**src/rtl/tt_pkg.sv**
```systemverilog
package tt_pkg;

    localparam int TT_WIDTH      = 16;
    localparam int TT_MAX_PERIOD = 64;
    localparam int TT_PRE_W      = $clog2(TT_MAX_PERIOD);
    localparam int TT_CHANNELS   = 2;

    typedef enum logic [2:0] {
        RES_2US   = 3'd0,
        RES_4US   = 3'd1,
        RES_8US   = 3'd2,
        RES_16US  = 3'd3,
        RES_32US  = 3'd4,
        RES_64US  = 3'd5,
        RES_EXT_A = 3'd6,
        RES_EXT_B = 3'd7
    } res_sel_e;

    typedef struct packed {
        logic                valid;
        logic [TT_WIDTH-1:0] value;
    } cap_t;

    function automatic logic is_external(input logic [2:0] sel);
        return (sel == RES_EXT_A) || (sel == RES_EXT_B);
    endfunction

    function automatic logic [TT_PRE_W:0] period_us(input logic [2:0] sel);
        if (is_external(sel))
            return (TT_PRE_W+1)'(TT_MAX_PERIOD);
        return (TT_PRE_W+1)'(2) << sel;
    endfunction

endpackage

```
**src/rtl/tt_us_timebase.sv**
```systemverilog
module tt_us_timebase #(
    parameter int CLKS_PER_US = 100
) (
    input  logic clk,
    input  logic rst,
    input  logic clr,
    output logic us_tick
);
    localparam int DIV_W = (CLKS_PER_US > 1) ? $clog2(CLKS_PER_US) : 1;
    localparam logic [DIV_W-1:0] LAST = DIV_W'(CLKS_PER_US - 1);

    logic [DIV_W-1:0] div_cnt;

    assign us_tick = (div_cnt == LAST);

    always_ff @(posedge clk) begin
        if (rst || clr || us_tick)
            div_cnt <= '0;
        else
            div_cnt <= div_cnt + 1'b1;
    end

    generate
        if (CLKS_PER_US > 1) begin : g_spaced
            AST_US_SPACED: assert property (@(posedge clk) disable iff (rst)
                us_tick |=> !us_tick);
        end
    endgenerate

endmodule

```
**src/rtl/tt_prescaler.sv**
```systemverilog
module tt_prescaler (
    input  logic       clk,
    input  logic       rst,
    input  logic       clr,
    input  logic       us_tick,
    input  logic [2:0] sel,
    output logic       tick
);
    import tt_pkg::*;

    logic [TT_PRE_W-1:0] pre_cnt;
    logic [TT_PRE_W:0]   period;
    logic                reached;

    assign period  = period_us(sel);
    assign reached = ({1'b0, pre_cnt} >= (period - 1'b1));
    assign tick    = us_tick && reached;

    always_ff @(posedge clk) begin
        if (rst || clr || tick)
            pre_cnt <= '0;
        else if (us_tick)
            pre_cnt <= pre_cnt + 1'b1;
    end

endmodule

```
**src/rtl/tt_ext_edge.sv**
```systemverilog
module tt_ext_edge (
    input  logic clk,
    input  logic rst,
    input  logic ext_in,
    output logic edge_pulse
);
    logic [2:0] sync_q;

    always_ff @(posedge clk) begin
        if (rst)
            sync_q <= '0;
        else
            sync_q <= {sync_q[1:0], ext_in};
    end

    assign edge_pulse = sync_q[1] && !sync_q[2];

    AST_EXT_SINGLE: assert property (@(posedge clk) disable iff (rst)
        edge_pulse |=> !edge_pulse);

endmodule

```
**src/rtl/time_tag_counter.sv**
```systemverilog
module time_tag_counter #(
    parameter int TAG_W       = tt_pkg::TT_WIDTH,
    parameter int CLKS_PER_US = 100
) (
    input  logic               clk,
    input  logic               rst,
    input  logic [2:0]         res_sel,
    input  logic               ext_tag_clk,
    input  logic               host_wr,
    input  logic [TAG_W-1:0]   host_wdata,
    output logic [TAG_W-1:0]   tag_count,
    input  logic               som_strobe,
    input  logic               eom_strobe,
    output logic [1:0]         cap_valid,
    output logic [2*TAG_W-1:0] cap_value,
    output logic               tag_rollover
);
    import tt_pkg::*;

    localparam int NCH = TT_CHANNELS;

    logic             us_tick;
    logic             int_tick;
    logic             ext_tick;
    logic             advance;
    logic [TAG_W-1:0] count_q;
    logic [NCH-1:0]   strobes;

    tt_us_timebase #(.CLKS_PER_US(CLKS_PER_US)) u_timebase (
        .clk     (clk),
        .rst     (rst),
        .clr     (host_wr),
        .us_tick (us_tick)
    );

    tt_prescaler u_prescaler (
        .clk     (clk),
        .rst     (rst),
        .clr     (host_wr),
        .us_tick (us_tick),
        .sel     (res_sel),
        .tick    (int_tick)
    );

    tt_ext_edge u_ext (
        .clk        (clk),
        .rst        (rst),
        .ext_in     (ext_tag_clk),
        .edge_pulse (ext_tick)
    );

    assign advance = is_external(res_sel) ? ext_tick : int_tick;

    always_ff @(posedge clk) begin
        if (rst) begin
            count_q      <= '0;
            tag_rollover <= 1'b0;
        end else if (host_wr) begin
            count_q      <= host_wdata;
            tag_rollover <= 1'b0;
        end else begin
            tag_rollover <= advance && (count_q == '1);
            if (advance)
                count_q <= count_q + 1'b1;
        end
    end

    assign tag_count = count_q;
    assign strobes   = {eom_strobe, som_strobe};

    generate
        for (genvar ch = 0; ch < NCH; ch++) begin : g_cap
            logic             valid_q;
            logic [TAG_W-1:0] value_q;

            always_ff @(posedge clk) begin
                if (rst) begin
                    valid_q <= 1'b0;
                    value_q <= '0;
                end else begin
                    valid_q <= strobes[ch];
                    if (strobes[ch])
                        value_q <= count_q;
                end
            end

            assign cap_valid[ch]                 = valid_q;
            assign cap_value[ch*TAG_W +: TAG_W]  = value_q;
        end
    endgenerate

    AST_ROLL_WRAP: assert property (@(posedge clk) disable iff (rst)
        tag_rollover |-> (tag_count == '0) && ($past(tag_count) == '1));

    AST_WRITE_WINS: assert property (@(posedge clk) disable iff (rst)
        host_wr |=> (tag_count == $past(host_wdata)) && !tag_rollover);

    AST_STEP_ONLY: assert property (@(posedge clk) disable iff (rst)
        !host_wr |=> (tag_count == $past(tag_count)) ||
                     (tag_count == $past(tag_count) + 1'b1));

    AST_SOM_CAPTURE: assert property (@(posedge clk) disable iff (rst)
        som_strobe |=> cap_valid[0] && (cap_value[TAG_W-1:0] == $past(tag_count)));

    AST_EOM_CAPTURE: assert property (@(posedge clk) disable iff (rst)
        eom_strobe |=> cap_valid[1] && (cap_value[2*TAG_W-1:TAG_W] == $past(tag_count)));

endmodule

```
**config.mk**
```make
export PLATFORM = sky130hd
export DESIGN_NAME = time_tag_counter
export DESIGN_NICKNAME = d
export VERILOG_FILES = /design/src/rtl/tt_pkg.sv /design/src/rtl/tt_us_timebase.sv /design/src/rtl/tt_prescaler.sv /design/src/rtl/tt_ext_edge.sv /design/src/rtl/time_tag_counter.sv
export SDC_FILE = /design/constraint.sdc
export NUM_CORES = 1
export LEC_CHECK = 0
export ABC_AREA = 1
export BUFFER_PORTS_ARGS = -buffer_cell sky130_fd_sc_hd__buf_2
export CAP_MARGIN = 15
export CORE_ASPECT_RATIO = 0.7
export CORE_MARGIN = 8
export CORE_UTILIZATION = 45
export CTS_BUF_LIST = sky130_fd_sc_hd__clkbuf_16
export DETAILED_ROUTE_END_ITERATION = 16
export HOLD_SLACK_MARGIN = 0.06
export PLACE_DENSITY = 0.69
export REMOVE_ABC_BUFFERS = 1
export SLEW_MARGIN = 20
export SYNTH_ARGS = -nofsm -noshare
export SYNTH_HDL_FRONTEND = slang
export SYNTH_SLANG_ARGS = --single-unit
```
**constraint.sdc**
```tcl
create_clock -name clk -period 3.6 [get_ports clk]
set_input_delay 0.72 -clock clk [delete_from_list [all_inputs] [get_ports clk]]
set_output_delay 0.72 -clock clk [all_outputs]
set_load 0.02 [all_outputs]
```
==> metrics.txt, run 1 <==
# TYPE chip_impl_metric gauge
chip_impl_info{name="status",value="finished, final reports clean"} 1
chip_impl_metric{name="post_cts_hold_buffer_count",unit=""} 0
chip_impl_metric{name="fin_crit",unit="ps"} 2860
chip_impl_metric{name="final_hold_fails",unit=""} 0
chip_impl_metric{name="starting_density_of_the_core",unit=""} 0.468
chip_impl_metric{name="utilization",unit=""} 0.571
chip_impl_metric{name="top_fanout_value_on_the_critical_path",unit=""} 18
chip_impl_metric{name="relative_max_transition_margin",unit=""} 0.373
chip_impl_metric{name="wire_length_of_the_first_global_routing_pass",unit="um"} 14800
chip_impl_info{name="crit_path_start",value="res_sel[2]"} 1
chip_impl_metric{name="power.leakage",unit="nW"} 1.79
chip_impl_metric{name="critical_path_arrival",unit="ps"} 3130
chip_impl_metric{name="gr_ovfl_total",unit=""} 0
chip_impl_metric{name="finalSetupTns",unit="ps"} 0
chip_impl_metric{name="stdcell_count",unit=""} 602
chip_impl_metric{name="port-buffer-count",unit=""} 75
chip_impl_metric{name="drtIter0Drc",unit=""} 172
chip_impl_metric{name="gp_congestion",unit=""} 0.882
chip_impl_info{name="setup.worst_path.class",value="in -> reg"} 1
chip_impl_metric{name="min_path_cells",unit=""} 2
chip_impl_info{name="ys_dominant_reg_cell",value="sky130_fd_sc_hd__dfxtp_1"} 1
chip_impl_info{name="ys_top_cells_by_area",value="sky130_fd_sc_hd__dfxtp_1, sky130_fd_sc_hd__nand2_1, sky130_fd_sc_hd__nor2_1"} 1
chip_impl_info{name="hold_start",value="u_ext.sync_q[0]$_SDFF_PP0_"} 1
chip_impl_metric{name="design.final.nets",unit=""} 537
chip_impl_metric{name="clk-insertion-delay-late",unit="ps"} 330
chip_impl_metric{name="clk_transition_reported_paths",unit="ps"} 60
chip_impl_metric{name="post-route-period-util",unit=""} 0.795
chip_impl_metric{name="ys.warnings.count",unit=""} 0
chip_impl_metric{name="report.final.setup_viol",unit=""} 0
chip_impl_metric{name="post_synthesis_instance_area",unit="mm2"} 0.00319
chip_impl_info{name="worst_hold_path_type",value="reg -> reg"} 1
chip_impl_info{name="grt_setup_unrepaired",value="false"} 1
chip_impl_metric{name="fp.coreArea",unit="mm2"} 0.00682
chip_impl_metric{name="antenna_violating_nets_post_route",unit=""} 0
chip_impl_metric{name="n_antenna_cell",unit=""} 0
chip_impl_metric{name="placed_area",unit="mm2"} 0.00358
chip_impl_metric{name="post_synth_num_cell_types",unit=""} 31
chip_impl_metric{name="cts_post_setup_buffers_inserted",unit=""} 0
chip_impl_metric{name="maximum_number_of_pins_on_one_net_before_global_route_repair",unit=""} 37
chip_impl_metric{name="ctsHtreeMaxLevel",unit=""} 3
chip_impl_metric{name="dp_hpwl",unit="um"} 6420
chip_impl_metric{name="layout-area-overhead-vs-synth",unit="%"} 22.0
chip_impl_metric{name="number_of_enable_flip_flop_cells_after_synthesis",unit=""} 0
chip_impl_metric{name="postSynthAreaPerCell",unit="um2"} 7.30
chip_impl_metric{name="netlist_instances",unit=""} 437
chip_impl_metric{name="multi_input_comb_area",unit="mm2"} 0.00161
chip_impl_metric{name="floorplan.io_pins",unit=""} 76
chip_impl_metric{name="reg2regPathDepth",unit=""} 10
chip_impl_metric{name="clock-sinks",unit=""} 67
chip_impl_metric{name="final-max-slew-violation-count",unit=""} 0
chip_impl_metric{name="die_area",unit="mm2"} 0.0101
chip_impl_metric{name="power_density",unit="mW/mm2"} 497
chip_impl_metric{name="grt_util_all_layers",unit=""} 0.185
chip_impl_metric{name="drive_gt1_frac",unit=""} 0.220
chip_impl_metric{name="postLayoutCellArea",unit="mm2"} 0.00389
chip_impl_info{name="dominant_cell_type_by_area_after_synthesis",value="sky130_fd_sc_hd__dfxtp_1"} 1
chip_impl_metric{name="layout.filler_cells",unit=""} 667
chip_impl_metric{name="ys_async_sr_fraction",unit=""} 0
chip_impl_metric{name="sequential_cell_area",unit="mm2"} 0.00134
chip_impl_metric{name="dr_wl_cell",unit="um"} 14.8
chip_impl_info{name="crit-reg2reg-launch",value="u_timebase.div_cnt[0]$_SDFF_PP0_"} 1
chip_impl_metric{name="synth_sequential_area_ratio",unit=""} 0.420
chip_impl_metric{name="via_per_inst",unit=""} 5.18
chip_impl_metric{name="maximum_clock_frequency",unit="MHz"} 349
chip_impl_metric{name="antenna_found_initial",unit=""} 0
chip_impl_info{name="critical_path.startpoint_type",value="primary input"} 1
chip_impl_metric{name="crit_required",unit="ps"} 3860
chip_impl_info{name="endpoint_kind",value="flip-flop"} 1
chip_impl_metric{name="first_global_vias",unit=""} 3017
chip_impl_metric{name="ctsResizeCount",unit=""} 0
chip_impl_info{name="cts.root.buffer_cell",value="sky130_fd_sc_hd__clkbuf_16"} 1
chip_impl_metric{name="worst_pin_slew",unit="ps"} 939
chip_impl_metric{name="drt-pass1-iter-count",unit=""} 4
chip_impl_metric{name="max-cap-violations",unit=""} 0
chip_impl_metric{name="clockBufferDepth",unit=""} 2
chip_impl_metric{name="die-width",unit="um"} 117
chip_impl_info{name="tritoncts",value="built"} 1
chip_impl_metric{name="post-place-cells",unit=""} 586
chip_impl_metric{name="chipHeight",unit="um"} 86.5
chip_impl_metric{name="yosys_register_bits",unit=""} 67
chip_impl_metric{name="vdd.ir_drop.worst",unit="mV"} 0.259
chip_impl_metric{name="drt_drc_violations_left",unit=""} 0
chip_impl_info{name="synthMostInstantiatedCell",value="sky130_fd_sc_hd__nand2_1"} 1
chip_impl_metric{name="floorplan.rows",unit=""} 25
chip_impl_metric{name="timing.clock.skew",unit="ps"} 6.58
chip_impl_metric{name="numCtsBuffers",unit=""} 9
chip_impl_info{name="synth_top_cells_by_count",value="sky130_fd_sc_hd__nand2_1, sky130_fd_sc_hd__dfxtp_1, sky130_fd_sc_hd__nor2_1, sky130_fd_sc_hd__o21ai_0, sky130_fd_sc_hd__a21oi_1"} 1
chip_impl_metric{name="drt-total-wl",unit="um"} 8930
chip_impl_metric{name="synth_top_cell_area_share",unit=""} 0.420
chip_impl_metric{name="routed_vias",unit=""} 3118
## final timing paths
check / end / slack (ps)
min: u_ext.sync_q[1]$_SDFF_PP0_ / 420
max reg2reg: tag_count[1]$_SDFFE_PP0P_ / 1590
max: tag_count[1]$_SDFFE_PP0P_ / 740
min reg2reg: u_ext.sync_q[1]$_SDFF_PP0_ / 420
## layout by cell type (no fill, tap or decap), types with 2 or more instances in the layout
cell	Yosys	routed
sky130_fd_sc_hd__a21oi_2	8	8
sky130_fd_sc_hd__nor3_1	3	3
sky130_fd_sc_hd__nand2_2	8	8
sky130_fd_sc_hd__and3_1	3	3
sky130_fd_sc_hd__bufinv_16	0	2
sky130_fd_sc_hd__dfxtp_1	67	67
sky130_fd_sc_hd__a21oi_1	36	36
sky130_fd_sc_hd__nand3_1	22	22
sky130_fd_sc_hd__clkinv_1	1	3
sky130_fd_sc_hd__nor2_1	61	61
sky130_fd_sc_hd__buf_2	4	75
sky130_fd_sc_hd__xnor2_1	4	4
sky130_fd_sc_hd__nand2_1	80	80
sky130_fd_sc_hd__nand4_1	21	21
sky130_fd_sc_hd__o21ai_0	41	41
sky130_fd_sc_hd__inv_1	34	35
sky130_fd_sc_hd__xor2_1	4	4
sky130_fd_sc_hd__ha_1	9	9
sky130_fd_sc_hd__nor2_2	2	2
sky130_fd_sc_hd__nor3b_1	3	3
sky130_fd_sc_hd__clkbuf_16	0	9
## routing by layer
metal  up-vias  track usage  routed length [um]  part of all wire
li1       1581            -                   -                 -
met1      1425        0.252                4310              0.48
met2        97        0.260                3720              0.42
met3        15       0.0722                 778             0.087
met4         0       0.0602                 125             0.014
met5         -            0                   0                 0
## flip-flops by register name, indices dropped and copies added, names as in the netlist
register / flops
g_cap.value_q: 32
g_cap.valid_q: 2
u_timebase.div_cnt: 7
u_ext.sync_q: 3
u_prescaler.pre_cnt: 6
tag_count: 16
tag_rollover: 1
## critical path, stage by stage
cell,delay (ps)
sky130_fd_sc_hd__buf_2,120
sky130_fd_sc_hd__nor3_1,260
sky130_fd_sc_hd__inv_1,80
sky130_fd_sc_hd__ha_1,210
sky130_fd_sc_hd__inv_1,80
sky130_fd_sc_hd__xor2_1,140
sky130_fd_sc_hd__inv_1,50
sky130_fd_sc_hd__ha_1,260
sky130_fd_sc_hd__and3_1,180
sky130_fd_sc_hd__nand2_1,60
sky130_fd_sc_hd__nand2_1,70
sky130_fd_sc_hd__nand3_2,270
sky130_fd_sc_hd__nand3_4,310
sky130_fd_sc_hd__nand2_1,140
sky130_fd_sc_hd__nand2_1,50
sky130_fd_sc_hd__nor2_1,110
## final cells by class
type	count	share of cell area
Multi-Input combinational cell	313	0.413
Timing Repair Buffer	76	0.0984
Inverter	36	0.0347
Sequential cell	67	0.345
Clock buffer	9	0.0579
Tap cell	94	0.0302
Clock inverter	7	0.0215
## report_power, final
group          internal (mW)  switching [mW]  leakage [nW]
Sequential             0.777          0.0311         0.550
Clock                  0.597           0.319         0.152
Combinational         0.0699           0.142          1.09
Total                   1.44           0.491          1.79
## stage by stage
stage / power (mW) / hold WS (ps) / setup WS [ps]
after detailed placement: 1.03 / 409 / 412
final: 1.94 / 418 / 738
after global routing: 2.00 / 423 / 458
after CTS: 1.95 / 418 / 750
after global placement: 1.03 / 404 / 525
after floorplan: 0.941 / 388 / 891
## cell families (layout without fill, tap and decap cells)
| family | after synthesis | count (layout) | synth area share |
|---|---|---|---|
| AND/OR/NAND/NOR | 209 | 209 | 0.299 |
| AO/OA/AOI/OAI | 86 | 86 | 0.144 |
| flip-flops | 67 | 67 | 0.420 |
| buffers and inverters | 57 | 128 | 0.0761 |
| adder cells (fa/ha/maj) | 9 | 9 | 0.0353 |
| XOR/XNOR | 8 | 8 | 0.0220 |
| multiplexers | 1 | 1 | 0.00314 |
(Power assumes the default switching activity.)
==> inputs of run 2 (changes only) <==
Settings changed: PLACE_DENSITY 0.69 to 0.72.
Clock period 3.6 ns to 2.5 ns, I/O delays scaled along.
==> metrics.txt, run 2 (synthesized netlist as in run 1, its figures left out) <==
# TYPE chip_impl_metric gauge
chip_impl_metric{name="top_fanout_value_on_the_critical_path",unit=""} 18
chip_impl_metric{name="ctsHtreeMaxLevel",unit=""} 3
chip_impl_info{name="tritoncts",value="built"} 1
chip_impl_metric{name="first_global_vias",unit=""} 3046
chip_impl_metric{name="post-route-period-util",unit=""} 0.908
chip_impl_metric{name="gp_congestion",unit=""} 0.848
chip_impl_info{name="critical_path.startpoint_type",value="primary input"} 1
chip_impl_metric{name="postLayoutCellArea",unit="mm2"} 0.00401
chip_impl_metric{name="drt-pass1-iter-count",unit=""} 5
chip_impl_metric{name="power_density",unit="mW/mm2"} 702
chip_impl_metric{name="drive_gt1_frac",unit=""} 0.246
chip_impl_metric{name="maximum_clock_frequency",unit="MHz"} 440
chip_impl_info{name="cts.root.buffer_cell",value="sky130_fd_sc_hd__clkbuf_16"} 1
chip_impl_metric{name="vdd.ir_drop.worst",unit="mV"} 0.403
chip_impl_metric{name="layout.filler_cells",unit=""} 676
chip_impl_metric{name="post_cts_hold_buffer_count",unit=""} 0
chip_impl_metric{name="clk_transition_reported_paths",unit="ps"} 50
chip_impl_metric{name="ctsResizeCount",unit=""} 0
chip_impl_metric{name="grt_use_met2",unit=""} 0.265
chip_impl_metric{name="final_hold_fails",unit=""} 0
chip_impl_metric{name="placed_area",unit="mm2"} 0.00368
chip_impl_info{name="setup.worst_path.class",value="in -> reg"} 1
chip_impl_metric{name="clk-insertion-delay-late",unit="ps"} 330
chip_impl_metric{name="floorplan.rows",unit=""} 25
chip_impl_metric{name="drt-total-wl",unit="um"} 8910
chip_impl_metric{name="clockBufferDepth",unit=""} 2
chip_impl_metric{name="relative_max_transition_margin",unit=""} 0.664
chip_impl_metric{name="fp.coreArea",unit="mm2"} 0.00682
chip_impl_metric{name="dp_hpwl",unit="um"} 6350
chip_impl_metric{name="dp_worst_setup_slack",unit="ps"} -117
chip_impl_info{name="worst_hold_path_type",value="in -> reg"} 1
chip_impl_metric{name="antenna_found_initial",unit=""} 0
chip_impl_metric{name="drtIter0Drc",unit=""} 251
chip_impl_info{name="status",value="finished, final reports clean"} 1
chip_impl_metric{name="design.final.nets",unit=""} 550
chip_impl_metric{name="power.leakage",unit="nW"} 1.85
chip_impl_metric{name="timing.clock.skew",unit="ps"} 6.16
chip_impl_metric{name="port-buffer-count",unit=""} 75
chip_impl_metric{name="chipHeight",unit="um"} 86.5
chip_impl_metric{name="n_antenna_cell",unit=""} 0
chip_impl_metric{name="die-width",unit="um"} 117
chip_impl_info{name="regMostFlops",value="g_cap.value_q"} 1
chip_impl_metric{name="max-cap-violations",unit=""} 0
chip_impl_metric{name="via_per_inst",unit=""} 5.13
chip_impl_metric{name="numCtsBuffers",unit=""} 9
chip_impl_metric{name="report.final.setup_viol",unit=""} 0
chip_impl_metric{name="layout-area-overhead-vs-synth",unit="%"} 25.6
chip_impl_metric{name="grt_util_all_layers",unit=""} 0.183
chip_impl_metric{name="clock-sinks",unit=""} 67
chip_impl_metric{name="stdcell_count",unit=""} 615
chip_impl_metric{name="final-max-slew-violation-count",unit=""} 0
chip_impl_metric{name="utilization",unit=""} 0.588
chip_impl_metric{name="wire_length_of_the_first_global_routing_pass",unit="um"} 14600
chip_impl_info{name="endpoint_kind",value="flip-flop"} 1
chip_impl_metric{name="starting_density_of_the_core",unit=""} 0.468
chip_impl_info{name="peak_usage_layer_in_the_global_routing_report",value="met2"} 1
chip_impl_info{name="grt_setup_unrepaired",value="false"} 1
chip_impl_metric{name="fin_crit",unit="ps"} 2270
chip_impl_metric{name="crit_required",unit="ps"} 2700
chip_impl_info{name="layout_commonest_cell",value="sky130_fd_sc_hd__nand2_1"} 1
chip_impl_metric{name="gr_ovfl_total",unit=""} 0
chip_impl_metric{name="floorplan.io_pins",unit=""} 76
chip_impl_info{name="layout.cells.most_common_list",value="sky130_fd_sc_hd__nand2_1, sky130_fd_sc_hd__buf_2, sky130_fd_sc_hd__dfxtp_1, sky130_fd_sc_hd__nor2_1, sky130_fd_sc_hd__o21ai_0"} 1
chip_impl_metric{name="antenna_violating_nets_post_route",unit=""} 0
chip_impl_metric{name="maximum_number_of_pins_on_one_net_before_global_route_repair",unit=""} 27
chip_impl_metric{name="die_area",unit="mm2"} 0.0101
chip_impl_metric{name="drt_drc_violations_left",unit=""} 0
chip_impl_metric{name="dr_wl_cell",unit="um"} 14.5
chip_impl_metric{name="grt.met1_usage",unit=""} 0.237
chip_impl_metric{name="grt.met3_usage",unit=""} 0.0861
chip_impl_metric{name="worst_pin_slew",unit="ps"} 504
chip_impl_metric{name="cts_post_setup_buffers_inserted",unit=""} 0
chip_impl_metric{name="post-place-cells",unit=""} 599
chip_impl_metric{name="routed_vias",unit=""} 3158
chip_impl_metric{name="largest_reg_flops",unit=""} 32
chip_impl_metric{name="critical_path_arrival",unit="ps"} 2470
chip_impl_metric{name="worst_slack_setup_final",unit="ps"} 229
-- run 2: metrics by stage --
stage / TNS (ps) / hold slack [ps] / total power [mW]
after floorplan: 0 / 388 / 1.35
after global placement: -881 / 400 / 1.49
after detailed placement: -1680 / 410 / 1.50
after CTS: 0 / 394 / 2.83
after global routing: 0 / 403 / 2.92
final: 0 / 402 / 2.81
-- run 2: final cells by class --
class                           count  area [um2]  share of cell area
Clock inverter                      7        92.6              0.0231
Multi-Input combinational cell    313        1610               0.402
Clock buffer                        9         225              0.0562
Tap cell                           94         118              0.0293
Sequential cell                    67        1340               0.335
Inverter                           36         135              0.0337
Timing Repair Buffer               89         484               0.121
-- run 2: metal layers --
metal  wire [um]  share of wire
met5           0              0
met2        3690           0.41
met3         925           0.10
met1        4180           0.47
met4         116          0.013
-- run 2: critical path: stages --
cell	delay, ps
sky130_fd_sc_hd__buf_2	110
sky130_fd_sc_hd__nor3_2	190
sky130_fd_sc_hd__inv_1	60
sky130_fd_sc_hd__ha_1	210
sky130_fd_sc_hd__inv_1	80
sky130_fd_sc_hd__xor2_1	150
sky130_fd_sc_hd__inv_1	60
sky130_fd_sc_hd__ha_1	260
sky130_fd_sc_hd__and3_1	180
sky130_fd_sc_hd__nand2_1	60
sky130_fd_sc_hd__nand2_1	60
sky130_fd_sc_hd__nand3_2	100
sky130_fd_sc_hd__nand3_4	230
sky130_fd_sc_hd__nand2_2	150
sky130_fd_sc_hd__a21oi_2	60
-- run 2: final timing paths --
path / from / endpoint / slack, ps / depth (start not counted)
setup reg to reg: tag_count[0]$_SDFFE_PP0P_ / tag_rollover$_SDFF_PP0_ / 670 / 7
setup / recovery: res_sel[2] / tag_count[4]$_SDFFE_PP0P_ / 230 / 15
hold reg to reg: u_ext.sync_q[0]$_SDFF_PP0_ / u_ext.sync_q[1]$_SDFF_PP0_ / 420 / 2
hold / removal: ext_tag_clk / u_ext.sync_q[0]$_SDFF_PP0_ / 400 / 3
-- run 2: power breakdown --
| part | internal [mW] | switching, mW | leakage, nW |
|---|---|---|---|
| Combinational | 0.112 | 0.209 | 1.15 |
| Sequential | 1.12 | 0.0417 | 0.550 |
| Clock | 0.868 | 0.463 | 0.149 |
| Total | 2.10 | 0.714 | 1.85 |
